**src/rtl/tile_seq_pkg.sv**
```systemverilog
package tile_seq_pkg;

    typedef enum logic [1:0] {
        OP_LOAD = 2'b00,
        OP_CALC = 2'b01,
        OP_SAVE = 2'b10,
        OP_NOP  = 2'b11
    } op_e;

    typedef enum logic [2:0] {
        ST_IDLE,
        ST_LOAD,
        ST_TSTART,
        ST_TWAIT,
        ST_SAVE_PE,
        ST_SAVE_DDR
    } st_e;

    localparam int OPC_W    = 2;
    localparam int DEST_BIT = 2;

    typedef struct packed {
        st_e st;
    } seq_regs_t;

endpackage

```
**src/rtl/tile_seq_decode.sv**
```systemverilog
module tile_seq_decode
    import tile_seq_pkg::*;
#(
    parameter int INSTR_W = 8
) (
    input  logic [INSTR_W-1:0] instr,
    output op_e                op,
    output logic               to_ddr
);

    always_comb begin
        op     = op_e'(instr[OPC_W-1:0]);
        to_ddr = instr[DEST_BIT];
    end

endmodule

```
**src/rtl/tile_seq_tile_ctr.sv**
```systemverilog
module tile_seq_tile_ctr #(
    parameter int TILES  = 4,
    parameter int TILE_W = (TILES > 1) ? $clog2(TILES) : 1
) (
    input  logic              clk,
    input  logic              rst_n,
    input  logic              clear,
    input  logic              step,
    output logic [TILE_W-1:0] idx,
    output logic              last
);

    localparam logic [TILE_W-1:0] LAST_IDX = TILE_W'(TILES - 1);

    logic [TILE_W-1:0] cnt_d, cnt_q;

    always_comb begin
        last  = (cnt_q == LAST_IDX);
        cnt_d = cnt_q;
        if (clear) begin
            cnt_d = '0;
        end else if (step) begin
            cnt_d = last ? '0 : cnt_q + 1'b1;
        end
    end

    always_ff @(posedge clk) begin
        if (!rst_n) begin
            cnt_q <= '0;
        end else begin
            cnt_q <= cnt_d;
        end
    end

    assign idx = cnt_q;

    // the index never leaves the tile range
    p_idx_range_r6: assert property (@(posedge clk) disable iff (!rst_n)
        cnt_q <= LAST_IDX);

    // a step on the last tile wraps to zero
    p_wrap_r6: assert property (@(posedge clk) disable iff (!rst_n)
        (step && !clear && last) |=> (cnt_q == '0));

endmodule

```
**src/rtl/tile_seq_top.sv**
```systemverilog
module tile_seq_top
    import tile_seq_pkg::*;
#(
    parameter int INSTR_W = 8,
    parameter int TILES   = 4,
    parameter int TILE_W  = (TILES > 1) ? $clog2(TILES) : 1
) (
    input  logic               clk,
    input  logic               rst_n,
    input  logic               fifo_empty,
    input  logic [INSTR_W-1:0] fifo_rdata,
    output logic               fifo_pop,
    output logic               load_req,
    input  logic               load_done,
    output logic               tile_start,
    output logic [TILE_W-1:0]  tile_idx,
    input  logic               tile_done,
    output logic               fb_valid,
    input  logic               fb_ready,
    output logic               dma_req,
    input  logic               dma_ack
);

    seq_regs_t r_d, r_q;
    op_e       head_op;
    logic      head_ddr;
    logic      ctr_clear, ctr_step, ctr_last;

    tile_seq_decode #(.INSTR_W(INSTR_W)) u_dec (
        .instr  (fifo_rdata),
        .op     (head_op),
        .to_ddr (head_ddr)
    );

    tile_seq_tile_ctr #(.TILES(TILES), .TILE_W(TILE_W)) u_ctr (
        .clk   (clk),
        .rst_n (rst_n),
        .clear (ctr_clear),
        .step  (ctr_step),
        .idx   (tile_idx),
        .last  (ctr_last)
    );

    always_comb begin
        r_d       = r_q;
        fifo_pop  = 1'b0;
        ctr_clear = 1'b0;
        ctr_step  = 1'b0;
        unique case (r_q.st)
            ST_IDLE: begin
                if (!fifo_empty) begin
                    fifo_pop = 1'b1;
                    unique case (head_op)
                        OP_LOAD: r_d.st = ST_LOAD;
                        OP_CALC: begin
                            r_d.st    = ST_TSTART;
                            ctr_clear = 1'b1;
                        end
                        OP_SAVE: r_d.st = head_ddr ? ST_SAVE_DDR : ST_SAVE_PE;
                        OP_NOP:  r_d.st = ST_IDLE;
                        default: r_d.st = ST_IDLE;
                    endcase
                end
            end
            ST_LOAD:     if (load_done) r_d.st = ST_IDLE;
            ST_TSTART:   r_d.st = ST_TWAIT;
            ST_TWAIT: begin
                if (tile_done) begin
                    ctr_step = 1'b1;
                    r_d.st   = ctr_last ? ST_IDLE : ST_TSTART;
                end
            end
            ST_SAVE_PE:  if (fb_ready) r_d.st = ST_IDLE;
            ST_SAVE_DDR: if (dma_ack)  r_d.st = ST_IDLE;
            default:     r_d.st = ST_IDLE;
        endcase
    end

    always_ff @(posedge clk) begin
        if (!rst_n) begin
            r_q.st <= ST_IDLE;
        end else begin
            r_q <= r_d;
        end
    end

    assign load_req   = (r_q.st == ST_LOAD);
    assign tile_start = (r_q.st == ST_TSTART);
    assign fb_valid   = (r_q.st == ST_SAVE_PE);
    assign dma_req    = (r_q.st == ST_SAVE_DDR);

    // enables are mutually exclusive
    p_onehot_r10: assert property (@(posedge clk) disable iff (!rst_n)
        $onehot0({load_req, tile_start, fb_valid, dma_req}));

    // no pop while a unit is still working on the previous instruction
    p_inorder_r3: assert property (@(posedge clk) disable iff (!rst_n)
        (load_req || tile_start || fb_valid || dma_req) |-> !fifo_pop);

    // pop only with a word present
    p_pop_nonempty_r3: assert property (@(posedge clk) disable iff (!rst_n)
        fifo_pop |-> !fifo_empty);

    // load request held until done
    p_load_hold_r5: assert property (@(posedge clk) disable iff (!rst_n)
        (load_req && !load_done) |=> load_req);

    // start is a single-cycle pulse with a stable index
    p_start_pulse_r6: assert property (@(posedge clk) disable iff (!rst_n)
        tile_start |=> (!tile_start && $stable(tile_idx)));

    // DMA request held until acknowledged, then dropped
    p_dma_hold_r7: assert property (@(posedge clk) disable iff (!rst_n)
        (dma_req && !dma_ack) |=> dma_req);
    p_dma_drop_r7: assert property (@(posedge clk) disable iff (!rst_n)
        (dma_req && dma_ack) |=> !dma_req);

    // feedback transfer held until accepted
    p_fb_hold_r8: assert property (@(posedge clk) disable iff (!rst_n)
        (fb_valid && !fb_ready) |=> fb_valid);

endmodule

```
**config.mk**
```make
export PLATFORM = sky130hd
export DESIGN_NAME = tile_seq_top
export DESIGN_NICKNAME = d
export VERILOG_FILES = /design/src/rtl/tile_seq_pkg.sv /design/src/rtl/tile_seq_decode.sv /design/src/rtl/tile_seq_tile_ctr.sv /design/src/rtl/tile_seq_top.sv
export SDC_FILE = /design/constraint.sdc
export NUM_CORES = 1
export LEC_CHECK = 0
export ABC_AREA = 1
export BUFFER_PORTS_ARGS = -buffer_cell sky130_fd_sc_hd__buf_2
export CAP_MARGIN = 5
export CORE_AREA = 2 2 39 41
export DETAILED_ROUTE_END_ITERATION = 12
export DIE_AREA = 0 0 41 43
export HOLD_SLACK_MARGIN = 0.06
export PLACE_DENSITY_LB_ADDON = 0.3
export REMOVE_ABC_BUFFERS = 1
export SLEW_MARGIN = 15
export SYNTH_ARGS = -nofsm -noshare
export SYNTH_HDL_FRONTEND = slang
export SYNTH_SLANG_ARGS = --single-unit
```
**constraint.sdc**
```tcl
create_clock -name clk -period 1.6 [get_ports clk]
set_input_delay 0.16 -clock clk [delete_from_list [all_inputs] [get_ports clk]]
set_output_delay 0.16 -clock clk [all_outputs]
set_load 0.05 [all_outputs]
```
==> reports/metrics.cfg <==
[route]
first_pass_iters=4
vias=451
drt_wl_total_um=897
first_iter_violations=6
remaining_drc_errors=0
antenna_left=0
via_per_inst=4.38
wl_per_cell_um=8.71

[sta]
rsz0062_at_grt=false
min_period_over_period=0.940
finClkSkew_ps=1.29
timing.fmax_mhz=665
setup_ws_ps=96.1
fin_crit_ps=1500
relSlewSlack=0.781
tightestPinTransition_ps=328
hold_violations=0
setup_viol=0
drv_slew=0
tns_ps=0

[synthesis]
post-synth-top-area-cell=dfxtp_1
synth_top_family_by_area=simple AND/OR/NAND/NOR gates
ys.warnings.count=0
synth_xor_area_frac=0
ys_seq_elements=5
synth_area_per_cell_um2=6.26
synth_area_leaders=dfxtp_1 23%, nand2_1 14%, inv_1 8.7%
yosysSeqAreaShare=0.232
synth-simple-area-share=0.484
syn-instance-count=69
synthDistinctLibCells=19
async_flop_share=0
synth_compound_area_frac=0.0812
syn_area_um2=432
synthMuxAreaShare=0
synth_edf_count=0
synthAdderAreaFrac=0.0290
synth_ff_type=dfxtp_1
synth.top_cell.area_share=0.232

[clock_network]
cts_buffers=3
ctsRootBufferMaster=clkbuf_4
post_cts_buffers=0
holdBufCountCts=0
clock_latency_ps=240
max-clock-path-buffers=2
cts_max_level=1
cts_resized=0
path_clk_slew_ps=40
cts_sinks=5
cts_tree=yes

[critical_path]
arrival_ps=1340
start_kind=flip-flop
cp_max_fo=8
path_class=flip-flop to primary output
crit_required_ps=1440
cp-end-kind=primary output

[finish]
diodes=0
final_nets=104
multi_input_area_um2=256
nFillCells=145
layout_common_cells=16 x nand2_1, 16 x buf_2, 10 x inv_1
area.growth.synth_to_final_pct=24.1
drive_above_1_share=0.368
regArea_um2=100
design_area_um2=536

[placement]
pre_cts_slack_ps=363
place_hpwl_um=705
placed_cell_area_um2=509
portBuffers=16
place_congestion=0.754

[global_routing]
grt_pass1_wl_um=1300
grt_pass1_vias=337
grt_overflow=0
grt_start_max_net_pins=9
antenna_found_initial=0
grt_use_total=0.115

[power]
p_leak_nw=0.313
irDropWorstVdd_uv=478
powerDensity_mw_per_mm2=1480

[floorplan]
dieArea_mm2=0.00176
core-area_mm2=0.00138
core.rowCount=14
die_h_um=43
die_w_um=41
initial_core_util=0.312
io_pins=22

[flow_run]
cap_violations=0

[hold_path]
hold_class=input port to flip-flop

[status]
status=complete, no violations

-- Yosys cell counts, types with 2 or more instances --
cell,count
nand2_1,16
inv_1,10
nand3_1,6
nor2_1,6
dfxtp_1,5
nor2_2,5
inv_2,4
nor3_1,3
a21oi_1,2
buf_6,2
nand4_1,2
-- routing by layer --
metal	wire [um]	GRT usage	vias to the layer above	share of wire
met5	0	0	-	0
met4	0	0.0800	0	0
met3	77	0.0628	0	0.086
met2	398	0.150	17	0.44
met1	421	0.138	180	0.47
li1	-	-	254	-
-- metrics by stage --
stage / utilization / power, W / cells / hold WS, ps
4_1_cts: 0.387 / 0.000802 / 103 / 157
2_1_floorplan: - / 0.000560 / 67 / 281
5_1_grt: 0.387 / 0.000861 / 103 / 174
3_5_place_dp: 0.368 / 0.000651 / 99 / 419
3_3_place_gp: 0.368 / 0.000649 / 99 / 422
6_report: 0.387 / 0.000792 / 103 / 163
-- worst paths after layout --
path	endpoint	cells past startpoint	slack, ps	from
worst max-delay path	fifo_pop	4	100	r_q[0]$_SDFFE_PN0P_
worst min-delay path	r_q[1]$_SDFFE_PN0P_	3	160	rst_n
worst max register to register	r_q[1]$_SDFFE_PN0P_	7	400	r_q[1]$_SDFFE_PN0P_
worst min register to register	u_ctr.idx[1]$_SDFFE_PP0P_	4	570	u_ctr.idx[1]$_SDFFE_PP0P_
-- flip-flops by register name (all words and copies together), names as in the netlist --
| register | cells |
|---|---|
| u_ctr.idx | 2 |
| r_q | 3 |
-- cell families after synthesis --
kind of cell | count (synthesis)
AOI/OAI and AO/OA | 6
adders and majority gates | 1
DFF | 5
and+or+nand+nor | 41
buffers and inverters | 16
-- power breakdown --
| part | switching (W) | internal (W) | total (W) | leakage, nW |
|---|---|---|---|---|
| clock | 0.0000503 | 0.0000942 | 0.000145 | 0.0150 |
| sequential | 0.0000604 | 0.000152 | 0.000213 | 0.0409 |
| combinational | 0.000307 | 0.000128 | 0.000435 | 0.257 |
-- layout make-up --
class | count | area share
clock buffer | 4 | 0.0491
inverter | 14 | 0.0981
multi-input combinational | 48 | 0.479
sequential | 5 | 0.187
tap | 16 | 0.0374
timing repair buffer | 16 | 0.150
-- critical path: stages (launching register included) --
cell	delay (ps)
dfxtp_1	390
nor2_2	210
nand2_1	120
nor2_2	100
buf_2	270
Note: power is estimated with default switching activity, not from simulation.
